File: config.mk
export PLATFORM = sky130hd
export DESIGN_NAME = uart_tx_status
export DESIGN_NICKNAME = d
export VERILOG_FILES = /design/src/rtl/uart_tx_status.sv
export SDC_FILE = /design/constraint.sdc
export NUM_CORES = 1
export LEC_CHECK = 0
export BUFFER_PORTS_ARGS = -buffer_cell sky130_fd_sc_hd__clkbuf_2
export CAP_MARGIN = 10
export CORE_UTILIZATION = 44
export DETAILED_ROUTE_END_ITERATION = 12
export PLACE_DENSITY_LB_ADDON = 0.1
export SLEW_MARGIN = 5
export SYNTH_ARGS = -nofsm -noshare
export SYNTH_HDL_FRONTEND = slang
export SYNTH_SLANG_ARGS = --single-unit
File: constraint.sdc
create_clock -name clk -period 4.02 [get_ports clk]
set_input_delay 1.005 -clock clk [delete_from_list [all_inputs] [get_ports clk]]
set_output_delay 1.005 -clock clk [all_outputs]
set_load 0.01 [all_outputs]
File: src/rtl/uart_tx_status.sv
module uart_tx_status #(
  parameter int DEPTH = 16,
  parameter int WIDTH = 8
) (
  input  logic             clk,
  input  logic             rst_n,
  input  logic             fifo_en,
  input  logic             thr_wr,
  input  logic [WIDTH-1:0] thr_data,
  input  logic             thre_ie,
  input  logic             baud_tick,
  input  logic             rx_push,
  input  logic             rx_push_err,
  input  logic             rx_pop,
  input  logic             rx_pop_err,
  input  logic             lsr_rd,
  output logic             txd,
  output logic             thre,
  output logic             temt,
  output logic             thre_irq,
  output logic             rx_err_sum
);
  localparam int AW    = (DEPTH > 1) ? $clog2(DEPTH) : 1;
  localparam int CW    = $clog2(DEPTH + 1);
  localparam int FRAME = WIDTH + 2;
  localparam int BW    = $clog2(FRAME);

  logic             mode_q;
  logic [WIDTH-1:0] mem [DEPTH];
  logic [AW-1:0]    wptr, rptr;
  logic [AW:0]      count;
  logic [WIDTH-1:0] hold_q;
  logic             hold_v;
  logic             busy;
  logic [FRAME-1:0] shreg;
  logic [BW-1:0]    bitcnt;
  logic [CW-1:0]    errcnt, errcnt_n;
  logic             err_q;

  wire flush = fifo_en != mode_q;
  wire avail = mode_q ? (count != '0) : hold_v;
  wire [WIDTH-1:0] head = mode_q ? mem[rptr] : hold_q;
  wire load  = baud_tick && !busy && avail && !flush;
  wire push  = thr_wr && mode_q && !flush && (count < (AW+1)'(DEPTH));
  wire pop   = load && mode_q;
  wire hwr   = thr_wr && !mode_q && !flush;

  function automatic logic [AW-1:0] nxt(input logic [AW-1:0] p);
    return (p == AW'(DEPTH - 1)) ? '0 : p + 1'b1;
  endfunction

  always_ff @(posedge clk or negedge rst_n)
    if (!rst_n) mode_q <= 1'b0;
    else        mode_q <= fifo_en;

  always_ff @(posedge clk) if (push) mem[wptr] <= thr_data;

  always_ff @(posedge clk or negedge rst_n) begin
    if (!rst_n) begin
      wptr  <= '0;
      rptr  <= '0;
      count <= '0;
    end else if (flush) begin
      wptr  <= '0;
      rptr  <= '0;
      count <= '0;
    end else begin
      if (push) wptr <= nxt(wptr);
      if (pop)  rptr <= nxt(rptr);
      count <= count + (AW+1)'(push) - (AW+1)'(pop);
    end
  end

  always_ff @(posedge clk or negedge rst_n) begin
    if (!rst_n) begin
      hold_q <= '0;
      hold_v <= 1'b0;
    end else if (flush) begin
      hold_v <= 1'b0;
    end else if (!mode_q) begin
      if (hwr) hold_q <= thr_data;
      hold_v <= hwr || (hold_v && !load);
    end
  end

  always_ff @(posedge clk or negedge rst_n) begin
    if (!rst_n) begin
      busy   <= 1'b0;
      shreg  <= '1;
      bitcnt <= '0;
    end else if (load) begin
      busy   <= 1'b1;
      shreg  <= {1'b1, head, 1'b0};
      bitcnt <= '0;
    end else if (busy && baud_tick) begin
      if (bitcnt == BW'(FRAME - 1)) begin
        busy <= 1'b0;
      end else begin
        shreg  <= {1'b1, shreg[FRAME-1:1]};
        bitcnt <= bitcnt + 1'b1;
      end
    end
  end

  always_comb begin
    errcnt_n = errcnt;
    if (rx_push && rx_push_err && errcnt != CW'(DEPTH)) errcnt_n = errcnt_n + 1'b1;
    if (rx_pop && rx_pop_err && errcnt_n != '0)        errcnt_n = errcnt_n - 1'b1;
  end

  always_ff @(posedge clk or negedge rst_n) begin
    if (!rst_n) begin
      errcnt <= '0;
      err_q  <= 1'b0;
    end else if (!fifo_en || flush) begin
      errcnt <= '0;
      err_q  <= 1'b0;
    end else begin
      errcnt <= errcnt_n;
      err_q  <= (errcnt_n != '0) || (err_q && !lsr_rd);
    end
  end

  assign txd        = busy ? shreg[0] : 1'b1;
  assign thre       = !avail;
  assign temt       = !avail && !busy;
  assign thre_irq   = thre && thre_ie;
  assign rx_err_sum = err_q;
endmodule

# Word level (Yosys, flattened, before mapping)
# Memory sizes are Yosys's and may differ from the RTL's.
# Cells that the tools add are included.
[totals]
ram_bits = 128
latchBits = 0
memories = 1
wordCells = 94
reg_bits = 44
output_inout_bits = 5
in_bits = 19
rom_bits = 0
[memory_table]
columns = ["memory", "depth", "width", "read_ports", "rd_clocked_by_memory_dff", "wr", "line_no", "text"]
rows = [
  ["mem", 16, 8, 1, 0, 1, "29", "logic [WIDTH-1:0] mem [DEPTH];"],
]
[classes]
n_mul = 0
n_reduce_logical = 38
n_eq_ne = 7
n_bitwise = 2
add_sub_neg = 7
div = 0
muxes = 27
shift = 0
magnitude_cmp = 1
[op_table]
columns = ["cell", "count"]
rows = [
  ["$mux 4", 9],
  ["$mux 10", 3],
  ["$mux 5", 4],
  ["$logic_and 1x1->1", 18],
  ["$reduce_bool 5->1", 3],
  ["$add 4x1->4 const B", 3],
  ["$eq 4x4->1 const B", 3],
  ["$mux 1", 10],
  ["$mux 8", 1],
  ["$reduce_bool 2->1", 4],
  ["$logic_not 1->1", 7],
  ["$add 5x1->5", 1],
  ["$add 5x1->5 const B", 1],
  ["$lt 5x5->1 const B", 1],
  ["$ne 5x5->1 const B", 1],
  ["$sub 5x1->5", 1],
  ["$sub 5x1->5 const B", 1],
  ["$reduce_and 2->1", 2],
  ["$logic_or 1x1->1", 3],
  ["$reduce_and 3->1", 1],
  ["$ne 2x1->1 const B", 1],
  ["$ne 2x2->1 const B", 1],
  ["$not 1->1", 2],
  ["$ne 1x1->1", 1],
]

# Logic depth before layout (Yosys ltp)
[logic_depth]
depth_word = 9
depth_mapped = 17

# Worst setup path before layout
# OpenSTA, ideal clock, no wires.
[synth_timing]
kind = "input-to-reg"
start = "input port fifo_en"
end = "register count[4]"
setup_slack_ps = 313
stages = 15
setup_time_ps = 78
required_time_ps = 3942
n_path_buf = 1
t_arrival_ps = 3629
path_cell_list = "inv_1 -> ha_1 -> clkbuf_1 -> nor4b_2 -> inv_1 -> ha_1 -> inv_1 -> ha_1 -> inv_1 -> fa_1 -> inv_1 -> a21oi_1 -> nor2_1 -> or3_1 -> a21oi_1"
[synth_between]
elab_chain_len = 7
word_cells_on_any_way = 9
cone_classes = "2 x add/sub; 1 x eq/ne; 1 x mux; 5 x reduce/logical"
[synth_lines]
columns = ["item", "line_no", "text"]
rows = [
  ["from (decl)", "7", "input logic fifo_en,"],
  ["$ne 1x1->1 *", "40", "wire flush = fifo_en != mode_q;"],
  ["$logic_not 1->1", "43, 44", ""],
  ["$logic_and 1x1->1 (2 in series)", "44", "wire push = thr_wr && mode_q && !flush && (count < (AW+1)'(DEPTH));"],
  ["$add 5x1->5", "70", "count <= count + (AW+1)'(push) - (AW+1)'(pop);"],
  ["$sub 5x1->5", "70", ""],
  ["$mux 5 *", "63", "end else if (flush) begin"],
  ["to (signal assigned)", "70", ""],
  ["to (decl)", "31", "logic [AW:0] count;"],
]
# Mark *: on every way between the ends. The rest lies on a longest branch, timed or not.
# A chain may end at the register's enable or synchronous reset.

# Worst setup path in the final report
# Ends and elaborated chain as after synthesis.

==> out/metrics.csv <==
metric;value;unit
initial DRC count;339;
critical path's top delay family;adder cells;
largest net degree at the start of global routing;37;
worst path bufs/invs;6;
Seq/Total Area, Yosys;65.5;%
routed length per instance;20.6;um
total die area;17600;um2
Post-Layout Cell Count;749;
outcome;completed;
worst relative slew slack;46.2;%
FF-to-FF setup slack;0.84;ns
Area Overhead vs Synth;13.5;%
Yosys top cell by area;edfxtp_1;
Clock Path Buffers;2;
Final min period;3.42;ns
P_leak;3.03;nW
Setup crit start kind;input pin;
CTS clk-pin slew, worst paths;0.06;ns
Ant. Diodes;0;
Worst path max stage delay;0.41;ns
cts bufs inserted;17;
clock root cell;clkbuf_16;
Fin Clk Skew;0.00559;ns
top-count cell post-synth;edfxtp_1;
Tot GR Track Use;19.3;%
First-pass DRT Iterations;4;
setup violators final;0;
IO Pins;24;
crit-path max FO;7;
Post-synth EDFFs;128;
fmax;293;MHz
H-tree depth;4;
clock sink count;171;
mean number of vias per cell;5.50;
Core ar.;16600;um2
#FFs+latches synth;171;
crit-path cells;clkbuf_2 -> inv_1 -> ha_1 -> nor4b_2 -> inv_1 -> ha_1 -> inv_1 -> ha_1 -> inv_1 -> fa_1 -> inv_1 -> a21oi_1 -> nor2_1 -> or3_1 -> a21oi_1;
Row Count;47;
GRT Residual Overflow;0;
TritonCTS clock tree;built;
part of the cycle the worst path needs;85.0;%
Placer Congestion;0.743;
most frequent cells after synthesis;edfxtp_1, mux4_2, nand2_1;
setup ws final;0.601;ns
Setup Buffers After CTS;0;
Initial Util;45.2;%
dpl hpwl;10400;um
Post-DP Area;7970;um2
Die X;133;um
first-pass GRT wire length;24900;um
Place WS;0.234;ns
synth warn;0;
RSZ-0062 raised after global routing;false;
Req. time, crit path;4.37;ns
final wirelength;15400;um
detailed-route DRC error count;0;
Syn Nets;515;
DIE HEIGHT;133;um
Via Count;4122;
cts-stage hold buffer count;0;
post-cts gate resize count;0;
Slew @ Worst Pin;0.807;ns
number of global-route vias before repair;4291;
synthesized instance count;476;
nets;556;
Avg Inst Size Synth;15.8;um2
PwrDens;493;nW/um2
final hold viol count;0;
most frequent CP cell;inv_1;
crit path capture type;flop;
max_cap viols;0;
synthesized cell area;7530;um2
layout cell share with drive strength beyond 1;26.8;%
largest cells by area after synthesis;edfxtp_1, mux4_2, dfrtp_1, ha_1, dfstp_2;
Worst EP arrival;3.76;ns
Top FF cell, synth;edfxtp_1;
Async SR Flop Fraction;25.1;%
crit path kind;input pin to flop;
Slew Limit Fails;0;
CP max stage cell;nor4b_2;
placed cell count;718;
Util after Layout;51.3;%
Finished Cell Area;8540;um2
Hold Crit Class;flop to flop;
initial antenna violation count;0;
clk_lat worst skew;0.43;ns
setup TNS;0;ns
count of cell types in the netlist;63;
antenna violation net count after detailed routing;0;
Yosys top cell area share;51.1;%
Port Buffers;23;
VDD IR max;297;uV
## through the flow
step / total power [mW] / hold WS, ns
global route: 4.40 / 0.501
detailed placement: 2.66 / 0.463
global placement: 2.64 / 0.455
CTS: 4.25 / 0.472
finish: 4.21 / 0.467
floorplan: 2.50 / 0.448
## kinds of logic (layout without fill, tap and decap cells)
logic type	Yosys count	in the layout	share of synthesized area, %
muxes	51	51	13.6
DFF	171	171	65.5
and+or+nand+nor	122	122	8.79
AOI/OAI and AO/OA	56	56	4.90
xor gates and xnor gates	11	11	1.28
buffers and inverters	45	98	2.51
adders and majority gates	20	20	3.42
## final cells by class
type | instances | area [um2]
Timing Repair Buffer | 44 | 273
Multi-Input combinational cell | 260 | 2410
Sequential cell | 171 | 4930
Clock buffer | 18 | 429
Fill cell | 1387 | 8100
Clock inverter | 13 | 141
Tap cell | 220 | 275
Inverter | 23 | 86.3
## worst min-delay path, stage by stage, from the launching register on
cell and delay (ns):
dfstp_2 0.37, nand2_1 0.04, a21oi_1 0.05
## registers in the layout (all words and copies together) (netlist names), 4 cells and up
register  flops
wptr          4
count         5
rptr          4
shreg         9
errcnt        5
hold_q        8
bitcnt        4
mem         128
## final timing paths
check / startpoint / endpoint / cells after the start
max: fifo_en / count[4]$_DFF_PN0_ / 15
min: shreg[0]$_DFFE_PN1P_ / shreg[0]$_DFFE_PN1P_ / 2
max reg2reg: mode_q$_DFF_PN0_ / count[4]$_DFF_PN0_ / 14
min reg2reg: shreg[0]$_DFFE_PN1P_ / shreg[0]$_DFFE_PN1P_ / 2
max in group asynchronous: rst_n / shreg[5]$_DFFE_PN1P_ / 2
min in group asynchronous: rst_n / rx_err_sum$_DFF_PN0_ / 1
## routing by layer
| metal | part of all wire, % | wire length, um | track usage [%] |
|---|---|---|---|
| met5 | 0 | 0 | 0 |
| met4 | 1.0 | 155 | 6.07 |
| met3 | 3.5 | 547 | 4.44 |
| met2 | 48 | 7360 | 29.8 |
| met1 | 48 | 7380 | 27.2 |
## where the power goes
group,switching [mW],internal [mW]
Sequential,0.0897,2.04
Clock,0.676,0.916
Combinational,0.263,0.222
## layout by cell type (no fill, tap or decap), drive strengths merged, types with 6 or more instances in the layout
cell    count
o21ai       9
mux4       40
clkbuf     41
xor2        8
buf        21
nand3       9
nor3        7
edfxtp    128
dfrtp      34
mux2        9
and3        6
ha         19
nor2       22
nand2      40
nor2b       6
inv        27
a32oi       7
dfstp       9
a21oi      21
Power figures use the tool's default switching activity.
